### src/rtl/sacct_pkg.sv
package sacct_pkg;

  localparam int NUM_CAUSE = 6;
  localparam int NUM_SUB   = 3;

  typedef enum logic [5:0] {
    EV_NONE      = 6'd0,
    EV_CYCLES    = 6'd1,
    EV_STALL     = 6'd2,
    EV_FLUSH     = 6'd3,
    EV_FL_EXC    = 6'd4,
    EV_FL_BR     = 6'd5,
    EV_HOLD      = 6'd6,
    EV_EXE       = 6'd7,
    EV_RSE       = 6'd8,
    EV_FE        = 6'd9,
    EV_SUB_INT   = 6'd10,
    EV_SUB_FP    = 6'd11,
    EV_SUB_CHAIN = 6'd12
  } evt_code_e;

  // Lowest set bit wins: bit 0 is the most downstream condition.
  function automatic logic [NUM_CAUSE-1:0] pick_cause(input logic [NUM_CAUSE-1:0] req);
    return req & (~req + 1'b1);
  endfunction

  // Next counter value and wrap flag for a one-step increment.
  function automatic logic [32:0] step_count(input logic [31:0] cur, input int width);
    logic [32:0] r;
    logic [31:0] mask;
    mask = (width >= 32) ? 32'hFFFF_FFFF : ((32'd1 << width) - 32'd1);
    r[31:0] = (cur + 32'd1) & mask;
    r[32]   = ((cur & mask) == mask);
    return r;
  endfunction

endpackage

### src/rtl/sacct_classifier.sv
module sacct_classifier
  import sacct_pkg::*;
#(
  parameter int SEL_W = 6,
  localparam int SLOTS = 1 << SEL_W
) (
  input  logic                 clk,
  input  logic                 rst_n,
  input  logic                 handler_active,
  input  logic [NUM_CAUSE-1:0] stall_req,
  input  logic [NUM_SUB-1:0]   sub_evt,
  output logic [SLOTS-1:0]     evt_vec
);

  logic [NUM_CAUSE-1:0] live_req;
  logic [NUM_CAUSE-1:0] grant;
  logic [NUM_SUB-1:0]   live_sub;
  logic                 stalled;

  assign live_req = handler_active ? '0 : stall_req;
  assign live_sub = handler_active ? '0 : sub_evt;
  assign grant    = pick_cause(live_req);
  assign stalled  = |live_req;

  always_comb begin
    evt_vec                    = '0;
    evt_vec[int'(EV_CYCLES)]   = 1'b1;
    evt_vec[int'(EV_STALL)]    = stalled;
    evt_vec[int'(EV_FLUSH)]    = grant[0] | grant[1];
    evt_vec[int'(EV_FL_EXC)]   = grant[0];
    evt_vec[int'(EV_FL_BR)]    = grant[1];
    evt_vec[int'(EV_HOLD)]     = grant[2];
    evt_vec[int'(EV_EXE)]      = grant[3];
    evt_vec[int'(EV_RSE)]      = grant[4];
    evt_vec[int'(EV_FE)]       = grant[5];
    evt_vec[int'(EV_SUB_INT)]  = live_sub[0];
    evt_vec[int'(EV_SUB_FP)]   = live_sub[1];
    evt_vec[int'(EV_SUB_CHAIN)] = live_sub[2];
  end

  // a stalled cycle raises exactly one of the five causes
  p_one_cause_r2: assert property (@(posedge clk) disable iff (!rst_n)
    evt_vec[int'(EV_STALL)] |->
      $countones({evt_vec[int'(EV_FLUSH)], evt_vec[int'(EV_HOLD)], evt_vec[int'(EV_EXE)],
                  evt_vec[int'(EV_RSE)], evt_vec[int'(EV_FE)]}) == 1);

  // a branch flush always beats an execute wait
  p_flush_over_exe_r3: assert property (@(posedge clk) disable iff (!rst_n)
    (stall_req[1] && !handler_active) |-> !evt_vec[int'(EV_EXE)] && evt_vec[int'(EV_FLUSH)]);

  // flush splits into disjoint exception and branch parts
  p_flush_split_r4: assert property (@(posedge clk) disable iff (!rst_n)
    evt_vec[int'(EV_FLUSH)] |-> $onehot({evt_vec[int'(EV_FL_EXC)], evt_vec[int'(EV_FL_BR)]}));

  // handler cycles raise no stall or sub-event
  p_handler_quiet_r8: assert property (@(posedge clk) disable iff (!rst_n)
    handler_active |-> evt_vec[int'(EV_SUB_CHAIN):int'(EV_STALL)] == '0);

endmodule

### src/rtl/sacct_counter.sv
module sacct_counter
  import sacct_pkg::*;
#(
  parameter int CTR_W = 32,
  parameter int SEL_W = 6,
  localparam int SLOTS = 1 << SEL_W
) (
  input  logic             clk,
  input  logic             rst_n,
  input  logic [SLOTS-1:0] evt_vec,
  input  logic             ctl_we,
  input  logic [SEL_W-1:0] ctl_sel,
  input  logic             ctl_en,
  input  logic             ctl_ovf,
  input  logic             val_we,
  input  logic [CTR_W-1:0] val_wdata,
  output logic [SEL_W-1:0] sel_q,
  output logic             en_q,
  output logic             ovf_q,
  output logic [CTR_W-1:0] cnt_q
);

  logic        hit;
  logic        wrap;
  logic [32:0] stepped;
  logic [CTR_W-1:0] cnt_inc;

  assign hit     = en_q && evt_vec[sel_q];
  assign stepped = step_count(32'(cnt_q), CTR_W);
  assign cnt_inc = stepped[CTR_W-1:0];
  assign wrap    = hit && !val_we && stepped[32];

  always_ff @(posedge clk) begin
    if (!rst_n) begin
      sel_q <= '0;
      en_q  <= 1'b0;
      ovf_q <= 1'b0;
      cnt_q <= '0;
    end else begin
      if (ctl_we) begin
        sel_q <= ctl_sel;
        en_q  <= ctl_en;
      end
      ovf_q <= ctl_we ? ctl_ovf : (ovf_q | wrap);
      if (val_we)   cnt_q <= val_wdata;
      else if (hit) cnt_q <= cnt_inc;
    end
  end

  // without a write the counter moves by zero or one
  p_single_step_r5: assert property (@(posedge clk) disable iff (!rst_n)
    !$past(val_we) |-> (cnt_q == $past(cnt_q)) || (cnt_q == CTR_W'($past(cnt_q) + 1'b1)));

  // a value write lands exactly, with no increment on top
  p_write_wins_r7: assert property (@(posedge clk) disable iff (!rst_n)
    $past(val_we) |-> cnt_q == $past(val_wdata));

  // overflow flag is sticky until a control write
  p_ovf_sticky_r6: assert property (@(posedge clk) disable iff (!rst_n)
    ($past(ovf_q) && !$past(ctl_we)) |-> ovf_q);

  // a wrap from all ones sets the flag
  p_ovf_on_wrap_r6: assert property (@(posedge clk) disable iff (!rst_n)
    ($past(&cnt_q) && !$past(val_we) && !$past(ctl_we) && cnt_q == '0) |-> ovf_q);

endmodule

### src/rtl/stall_acct_unit.sv
module stall_acct_unit
  import sacct_pkg::*;
#(
  parameter int NUM_CTRS = 4,
  parameter int CTR_W    = 32,
  parameter int SEL_W    = 6,
  parameter int DATA_W   = 32,
  parameter int EN_BIT   = 8,
  parameter int OVF_BIT  = 16,
  localparam int IDX_W   = $clog2(NUM_CTRS),
  localparam int ADDR_W  = IDX_W + 1,
  localparam int SLOTS   = 1 << SEL_W
) (
  input  logic              clk,
  input  logic              rst_n,
  input  logic              handler_active,
  input  logic [5:0]        stall_req,
  input  logic [2:0]        sub_evt,
  input  logic              reg_we,
  input  logic [ADDR_W-1:0] reg_addr,
  input  logic [DATA_W-1:0] reg_wdata,
  input  logic [ADDR_W-1:0] rd_addr,
  output logic [DATA_W-1:0] rd_data
);

  logic [SLOTS-1:0] evt_vec;
  logic [NUM_CTRS-1:0] ctl_we, val_we;
  logic [SEL_W-1:0] sel_q [NUM_CTRS];
  logic             en_q  [NUM_CTRS];
  logic             ovf_q [NUM_CTRS];
  logic [CTR_W-1:0] cnt_q [NUM_CTRS];

  sacct_classifier #(.SEL_W(SEL_W)) u_class (
    .clk            (clk),
    .rst_n          (rst_n),
    .handler_active (handler_active),
    .stall_req      (stall_req),
    .sub_evt        (sub_evt),
    .evt_vec        (evt_vec)
  );

  for (genvar i = 0; i < NUM_CTRS; i++) begin : g_ctr
    assign ctl_we[i] = reg_we && !reg_addr[ADDR_W-1] && (reg_addr[IDX_W-1:0] == IDX_W'(i));
    assign val_we[i] = reg_we &&  reg_addr[ADDR_W-1] && (reg_addr[IDX_W-1:0] == IDX_W'(i));

    sacct_counter #(.CTR_W(CTR_W), .SEL_W(SEL_W)) u_ctr (
      .clk       (clk),
      .rst_n     (rst_n),
      .evt_vec   (evt_vec),
      .ctl_we    (ctl_we[i]),
      .ctl_sel   (reg_wdata[SEL_W-1:0]),
      .ctl_en    (reg_wdata[EN_BIT]),
      .ctl_ovf   (reg_wdata[OVF_BIT]),
      .val_we    (val_we[i]),
      .val_wdata (reg_wdata[CTR_W-1:0]),
      .sel_q     (sel_q[i]),
      .en_q      (en_q[i]),
      .ovf_q     (ovf_q[i]),
      .cnt_q     (cnt_q[i])
    );
  end

  always_comb begin
    rd_data = '0;
    for (int i = 0; i < NUM_CTRS; i++) begin
      if (rd_addr[IDX_W-1:0] == IDX_W'(i)) begin
        if (rd_addr[ADDR_W-1]) begin
          rd_data = DATA_W'(cnt_q[i]);
        end else begin
          rd_data[SEL_W-1:0] = sel_q[i];
          rd_data[EN_BIT]    = en_q[i];
          rd_data[OVF_BIT]   = ovf_q[i];
        end
      end
    end
  end

  // one write strobe reaches at most one register
  p_single_target_r10: assert property (@(posedge clk) disable iff (!rst_n)
    $onehot0({ctl_we, val_we}));

endmodule

### config.mk
export PLATFORM = sky130hd
export DESIGN_NAME = stall_acct_unit
export DESIGN_NICKNAME = d
export VERILOG_FILES = /design/src/rtl/sacct_pkg.sv /design/src/rtl/sacct_classifier.sv /design/src/rtl/sacct_counter.sv /design/src/rtl/stall_acct_unit.sv
export SDC_FILE = /design/constraint.sdc
export NUM_CORES = 1
export LEC_CHECK = 0
export ABC_AREA = 1
export BUFFER_PORTS_ARGS = -buffer_cell sky130_fd_sc_hd__buf_2
export CORE_MARGIN = 1
export CORE_UTILIZATION = 51
export CTS_CLUSTER_DIAMETER = 200
export DETAILED_ROUTE_END_ITERATION = 7
export PLACE_DENSITY = 0.69
export SLEW_MARGIN = 20
export SYNTH_ARGS = -nofsm -noshare
export SYNTH_HDL_FRONTEND = slang
export SYNTH_SLANG_ARGS = --single-unit
export TNS_END_PERCENT = 10
### constraint.sdc
create_clock -name clk -period 3.3 [get_ports clk]
set_input_delay 0.165 -clock clk [delete_from_list [all_inputs] [get_ports clk]]
set_output_delay 0.165 -clock clk [all_outputs]
set_load 0.01 [all_outputs]
==> results by group, run 1 <==
Setup path
  • CP Launch Type: primary input
  • CP top delay family: buffers and inverters
  • CP peak stage delay: between 0.5 and 0.6 ns
  • Crit path buf inv count: 5
  • Worst R2R Setup Slack: 0.84 ns
  • Worst-path cell chain: buf_2 > inv_1 > nor2_2 > clkinv_1 > nor2_1 > inv_1 > o2111ai_1 > buf_2
  • Crit path DAT: 2.42 ns
  • CP Capture Type: primary output
  • Slowest-stage cell, CP: clkinv_1
  • Critical path class: primary input to primary output
  • CP Max Fanout: 18
  • WP data required: around 3.1 ns

Global route
  • GR peak layer: met2
  • Met2 Use GR: 61.73%
  • Vias in the first global route: roughly 13000
  • First-pass GRT wire length: around 73 mm
  • Initial antenna violation count: 1
  • Gr usage total: 39.78%
  • M3 GR Usage: under 10%
  • Overflow after GRT: 0
  • Met1 usage: between 50% and 60%
  • Largest net degree at the start of global routing: 66

Clock tree
  • CTS tree: done
  • PostCTS Resize Cnt: 0
  • Total CTS buffers: 17
  • CTS hold repair buffers: 0
  • Clock transition at path regs: 0.07 ns
  • Max H-tree Level: 4
  • Post-CTS setup buffer count: 0
  • Clk sinks: 160
  • Worst-skew pair later-pin latency: 0.45 ns
  • Root buffer cell: clkbuf_16
  • Clk buf depth: 2

STA
  • Skew final: 0.01329 ns
  • RSZ-0062 raised after global routing: no
  • Worst slew pin tran: approximately 1.1 ns
  • Final-report hold violation count: 0
  • Period utilization: 78.38%
  • Final min period: ~2.6 ns
  • Finish-stage setup viols: 0
  • Fmax: around 0.39 GHz
  • Rel. slew slack: 24.37%
  • Final Max Tran Viols: 0
  • Sum Neg Setup Slack: 0 ns

Logic synthesis
  • Sequential cell area fraction in the yosys report: approximately a quarter
  • Mean Syn Cell Area: roughly 6 sq um
  • Unique masters post-synth: 44
  • Asr flop ratio synth: 0%
  • Post-synth EDFFs: 0
  • Yosys warnings: 0
  • Syn_nets: roughly 2100
  • Post-synthesis cell area: 0.01210 sq mm
  • Synth Register Bits: between 150 and 200
  • Syn Inst Count: around 2000
  • Most used DFF post-synth: dfxtp_1

Routing
  • Antenna Nets Post-Route: 0
  • DR vias: 14240
  • Post-route DRC: 0
  • 1st-iter DRT viols: 1868
  • DRT Pass-1 Iters: 7
  • Final WL: roughly 48 mm
  • Vias per cell: about 6.0
  • Drt wl/cell: about 20 microns

Power
  • Sequential power share: ~44%
  • Switching pwr: approximately 1.3 mW
  • Int Power: 3.171 mW
  • Logic gate share of total power: 11.0%
  • Pwr/cell area: about 340 mW/mm^2
  • Max IR drop VDD: about 0.00031 V
  • Leak: roughly 4.6 nW
  • Net Sw Frac: ~30%
  • Clock share of power: between 40% and 50%

Status
  • Status: complete, no violations

Finish
  • Fill cell count: ~2400
  • Area added between synthesis and finish: 8.626%
  • Layout cells sized above 1: a little under 8%
  • Core Util, Final: 57.34%
  • Most frequent cells in the layout: nand2_1 (573), nand3_1 (206), a21oi_1 (183), o21ai_0 (172), nor2_1 (166)
  • Layout Nets: 2096
  • Commonest non-fill, non-tap cell in the layout: nand2_1

Die
  • Initial Utilization: between 50% and 60%
  • DIE HEIGHT: approximately 160 microns
  • # rows: 55
  • Die Wd: about 160 microns
  • Core area: ~0.023 sq mm
  • Die area: 0.02434 sq mm
  • Number of I/O pins: 83

Placement
  • Input/output buffers: 82
  • RePlAce Congestion: about 1.0
  • Final HPWL DP: roughly 36 mm

Min path
  • Worst Hold Class: primary input to register

Run
  • Max cap viols: 0
## flip-flops by register name (all words and copies together), names as in the netlist
name and flops:
g_ctr.u_ctr.cnt_q 128, g_ctr.u_ctr.en_q 4, g_ctr.u_ctr.ovf_q 4, g_ctr.u_ctr.sel_q 24
## cell usage after synthesis (all sizes together) (10+ instances only)
cell type	instances	share of area [%]
nand2	584	18
nand3	208	8.7
a21oi	184	7.6
o21ai	175	7.3
nor2	174	5.6
inv	163	5.1
dfxtp	160	26
clkbuf	75	2.3
xor2	65	4.7
nor3	50	2.2
nand4	39	2.0
buf	35	1.9
xnor2	32	2.3
o22ai	21	1.1
o211ai	15	0.93
o2111ai	10	0.72
## logic make-up after synthesis
group | count (synthesis) | synth area share, %
adder cells (fa/ha/maj) | 4 | 0.4138
XOR/XNOR | 97 | 7.023
AO/OA/AOI/OAI | 428 | 19.25
buffers and inverters | 277 | 9.443
flip-flops | 160 | 26.48
AND/OR/NAND/NOR | 1064 | 37.39
## tightest hold or removal path, cell delays in order
cell,delay (ns)
buf_2,0.11
nand2_1,0.05
nand2_1,0.05
nand2_1,0.05
a21oi_1,0.05
## through the flow
step	hold slack (ns)	worst slack (ns)	cell area [sq um]	total power, mW	cells
6_report	0.07641	0.7136	13140	4.506	2368
3_5_place_dp	0.4643	0.8175	12560	2.493	2335
3_3_place_gp	0.4621	0.7818	12560	2.490	2335
5_1_grt	0.09671	0.6104	13140	4.622	2367
2_1_floorplan	0.3034	1.454	12100	2.290	2030
4_1_cts	0.07184	0.8145	13140	4.487	2367
## routing by layer
layer,wire [microns],vias to the layer above
met2,21290,758
met3,5385,119
met4,1895,0
met1,19900,6590
li1,-,6776
met5,0,-
## final timing paths
path / from / to / cells after the start
max: rd_addr[1] / rd_data[7] / 8
min: reg_wdata[28] / g_ctr[2].u_ctr.cnt_q[28]$_SDFFE_PN0P_ / 5
max reg2reg: g_ctr[2].u_ctr.cnt_q[0]$_SDFFE_PN0P_ / g_ctr[2].u_ctr.ovf_q$_SDFF_PN0_ / 9
min reg2reg: g_ctr[3].u_ctr.sel_q[5]$_SDFFE_PN0P_ / g_ctr[3].u_ctr.sel_q[5]$_SDFFE_PN0P_ / 2
## power by group through the flow
stage | combinational [mW] | sequential [mW] | clock, mW
finish | 0.495 | 1.97 | 2.04
global route | 0.528 | 1.97 | 2.12
detailed placement | 0.477 | 2.02 | 0
global placement | 0.475 | 2.02 | 0
floorplan | 0.282 | 2.01 | 0
CTS | 0.478 | 1.97 | 2.04
## final cells by class
type / count / area [sq um] / area share, %
Clock buffer: 20 / 456.7 / 3.476
Timing Repair Buffer: 102 / 573.1 / 4.361
Multi-Input combinational cell: 1593 / 7761 / 59.06
Inverter: 167 / 629.4 / 4.790
Antenna cell: 1 / 2.502 / 0.01904
Tap cell: 313 / 391.6 / 2.980
Clock inverter: 12 / 122.6 / 0.9332
Sequential cell: 160 / 3203 / 24.38
Power figures use the tool's default switching activity.
==> inputs of run 2 (changes only) <==
--- a/config.mk
+++ b/config.mk
@@ -5,13 +5,13 @@
 export SDC_FILE = /design/constraint.sdc
 export NUM_CORES = 1
 export LEC_CHECK = 0
-export ABC_AREA = 1
+export ABC_AREA = 0
 export BUFFER_PORTS_ARGS = -buffer_cell sky130_fd_sc_hd__buf_2
 export CORE_MARGIN = 1
 export CORE_UTILIZATION = 51
 export CTS_CLUSTER_DIAMETER = 200
 export DETAILED_ROUTE_END_ITERATION = 7
-export PLACE_DENSITY = 0.69
+export PLACE_DENSITY = 0.72
 export SLEW_MARGIN = 20
 export SYNTH_ARGS = -nofsm -noshare
 export SYNTH_HDL_FRONTEND = slang
==> constraint.sdc (replaced) <==
create_clock -name clk -period 2.31 [get_ports clk]
set_input_delay 0.1155 -clock clk [delete_from_list [all_inputs] [get_ports clk]]
set_output_delay 0.1155 -clock clk [all_outputs]
set_load 0.01 [all_outputs]
==> run 2 against run 1 <==
Clock-buffer cell count grew 3. Non-clock buffer count up 101. Register-to-register slack lost 0.82 ns. Synthesized area down 17%. Sequential cell count unchanged. Total power up 46%. Critical path depth shrank 1. Via count decreased by 27%. Die area shrank 17%. Highest routed layer unchanged.
==> results by group, run 2 <==
Logic synthesis
  • Post-synth EDFFs: 0
  • Post-synthesis cell area: between 0.01 and 0.015 sq mm
  • Cell accounting for the most synthesized area: dfxtp_1
  • Most frequent cell after synthesis: dfxtp_1
  • Most used DFF post-synth: dfxtp_1
  • Sequential cell area fraction in the yosys report: 31.90%
  • Synth top area share: a little under a third
  • Synth Register Bits: 160
  • Asr flop ratio synth: 0%
  • Yosys warnings: 0
  • Mean Syn Cell Area: about 8 sq um
  • Unique masters post-synth: 73
  • Syn_nets: roughly 1300
  • Syn Inst Count: approximately 1200
  • Top cells by count, synth: dfxtp_1 (160), o21ai_0 (147), a21oi_1 (126), nand2_1 (122), clkbuf_1 (66)
  • Synth top area cells: dfxtp_1 (32%), mux4_2 (9.0%), o21ai_0 (7.3%)

Routing
  • DR vias: 10350
  • Top sig layer: met4
  • Routed wl met2: ~15 mm
  • Post-route DRC: 0
  • DRT Pass-1 Iters: 6
  • Vias per cell: 6.355
  • Met3 WL post-DR: around 3.3 mm
  • Antenna Nets Post-Route: 0
  • 1st-iter DRT viols: 1049
  • Final WL: roughly 34 mm
  • Drt wl/cell: between 20 and 25 microns
  • M1 WL: 13.96 mm

Setup path
  • CP top delay family: simple AND/OR/NAND/NOR gates
  • Worst Reg-to-Reg Cells: 7
  • Worst reg2reg path startpoint: g_ctr[3].u_ctr.cnt_q[19]$_SDFFE_PN0P_
  • CP Launch Type: register
  • Critical path class: register to register
  • Crit path launch: g_ctr[3].u_ctr.cnt_q[19]$_SDFFE_PN0P_
  • Crit path DAT: about 2.7 ns
  • WP depth: 7
  • Worst-path cell chain: and4_4 > and3_4 > and3_4 > nand4_1 > or4_4 > or3_1 > a31oi_1
  • Most used cell, CP: and3_4
  • Crit path buf inv count: 0
  • CP Max Fanout: 3
  • Worst R2R Setup Slack: between 0.015 and 0.02 ns
  • WP data required: around 2.7 ns
  • CP Capture Type: register
  • Slowest-stage cell, CP: or4_4
  • CP peak stage delay: ~0.56 ns

STA
  • Final min period: 2.293 ns
  • Sum Neg Setup Slack: 0 ns
  • Fmax: roughly 0.44 GHz
  • Worst slew pin tran: around 0.6 ns
  • Skew final: between 0.01 and 0.015 ns
  • Setup ws final: 0.01699 ns
  • Final Max Tran Viols: 0
  • Period utilization: between 90% and 100%
  • Final-report hold violation count: 0
  • Finish-stage setup viols: 0
  • RSZ-0062 raised after global routing: yes
  • Rel. slew slack: between 60% and 70%

Clock tree
  • Clk buf depth: 2
  • Total CTS buffers: 17
  • Root buffer cell: clkbuf_16
  • Clk sinks: 160
  • Clock transition at path regs: about 0.060 ns
  • CTS tree: done
  • Worst-skew pair later-pin latency: 0.43 ns
  • Max H-tree Level: 4

Placement
  • Final HPWL DP: 24.16 mm
  • Input/output buffers: 82
  • RePlAce Congestion: 0.9221
  • Area after DPL: 0.01133 sq mm
  • Placed cell count: between 1500 and 2000
  • Setup WS pre-CTS: -0.1150 ns

Finish
  • Layout cells sized above 1: 24.25%
  • Most frequent cells in the layout: dfxtp_1 (151), o21ai_0 (147), a21oi_1 (125), nand2_1 (120), buf_4 (110)
  • Antenna Cells: 0
  • Non-Filler Instances: roughly 1600
  • Largest registers: g_ctr.u_ctr.cnt_q x128, g_ctr.u_ctr.sel_q x24
  • Fill cell count: roughly 1700
  • Layout Nets: about 1400
  • Commonest non-fill, non-tap cell in the layout: dfxtp_1
  • Largest register FFs: between 100 and 150
  • Area added between synthesis and finish: 21.58%
  • Post-route design area: 0.01221 sq mm
  • Top reg by flops: g_ctr.u_ctr.cnt_q

Die
  • Die Wd: approximately 140 microns
  • Initial Utilization: between 50% and 60%
  • Die area: around 0.020 sq mm
  • # rows: 50
  • Number of I/O pins: 83
  • DIE HEIGHT: roughly 140 microns
  • Core area: 0.01902 sq mm

Min path
  • Min-delay src: reg_wdata[18]
  • Hold depth: 3
  • Worst Hold Class: primary input to register

Global route
  • Gr usage total: between 30% and 40%
  • Overflow after GRT: 0
  • First-pass GRT wire length: approximately 52 mm
  • Initial antenna violation count: 0
  • Vias in the first global route: 9525
  • Largest net degree at the start of global routing: between 70 and 80

Status
  • Status: complete, no violations

Run
  • Max cap viols: 0

Power
  • Max IR drop VDD: between 0.0005 and 0.0006 V
  • Pwr/cell area: 540.2 mW/mm^2
  • Leak: ~4.2 nW
-- run 2: cell count changes after synthesis, moves of 40 or more --
cell and change:
mux4_2 +40, nand2_1 -454, nand3_1 -158, a21oi_1 -57, nor2_1 -118, inv_1 -138
-- run 2: what timing repair did --
item | in CTS | in global routing
resized for setup | 13 | 29
endpoints found under the hold margin | 6 | 0
setup buffers | 2 | 3
hold buffers | 5 | 0
setup endpoints to repair | 30 | 78
pin swaps | 6 | 4
-- run 2: metal layers --
metal,vias up,GRT usage (%)
met4,0,14.88
met2,531,53.10
met1,4946,45.86
li1,4797,-
met5,-,0
met3,78,6.629
-- run 2: where the power goes --
part	switching [mW]	total [mW]	internal (mW)
Sequential	0.121	2.97	2.85
Clock	1.17	2.87	1.70
Combinational	0.430	0.750	0.319
Total	1.72	6.59	4.88
-- run 2: final cells by class --
| cell class | count | area [sq um] | share of cell area (%) |
|---|---|---|---|
| multi-input combinational | 951 | 6571 | 53.82 |
| sequential | 160 | 3219 | 26.37 |
| timing repair buffer | 203 | 1413 | 11.57 |
| clock buffer | 23 | 488.0 | 3.997 |
| tap | 260 | 325.3 | 2.664 |
| clock inverter | 9 | 106.4 | 0.8711 |
| inverter | 23 | 86.33 | 0.7071 |
-- run 2: metrics by stage --
step                hold slack, ns  power [mW]  utilization, %
floorplan                   0.2459       3.431               -
global placement            0.3991       3.726           59.59
detailed placement          0.4066       3.741           59.59
CTS                        0.01384       6.578           63.29
global route               0.03026       6.780           64.20
finish                     0.02166       6.595           64.20
-- run 2: cells by family (layout without fill, tap and decap cells) --
group	Yosys count	after routing	share of synthesized area, %
muxes	55	55	10.58
adders and majority gates	4	4	0.4984
buffers and inverters	109	258	4.348
DFF	160	160	31.90
AOI/OAI and AO/OA	353	353	20.25
xor gates and xnor gates	93	93	8.111
and+or+nand+nor	446	446	24.32
-- run 2: final timing paths --
kind | endpoint
worst min-delay path | g_ctr[2].u_ctr.cnt_q[18]$_SDFFE_PN0P_
worst max register to register | g_ctr[3].u_ctr.cnt_q[31]$_SDFFE_PN0P_
worst min register to register | g_ctr[2].u_ctr.sel_q[4]$_SDFFE_PN0P_
worst max-delay path | g_ctr[3].u_ctr.cnt_q[31]$_SDFFE_PN0P_
-- run 2: worst reg2reg max path: stages (launching register included) --
cell,delay [ns]
dfxtp_2,0.33
and4_4,0.25
and3_4,0.19
and3_4,0.18
nand4_1,0.21
or4_4,0.56
or3_1,0.35
a31oi_1,0.15
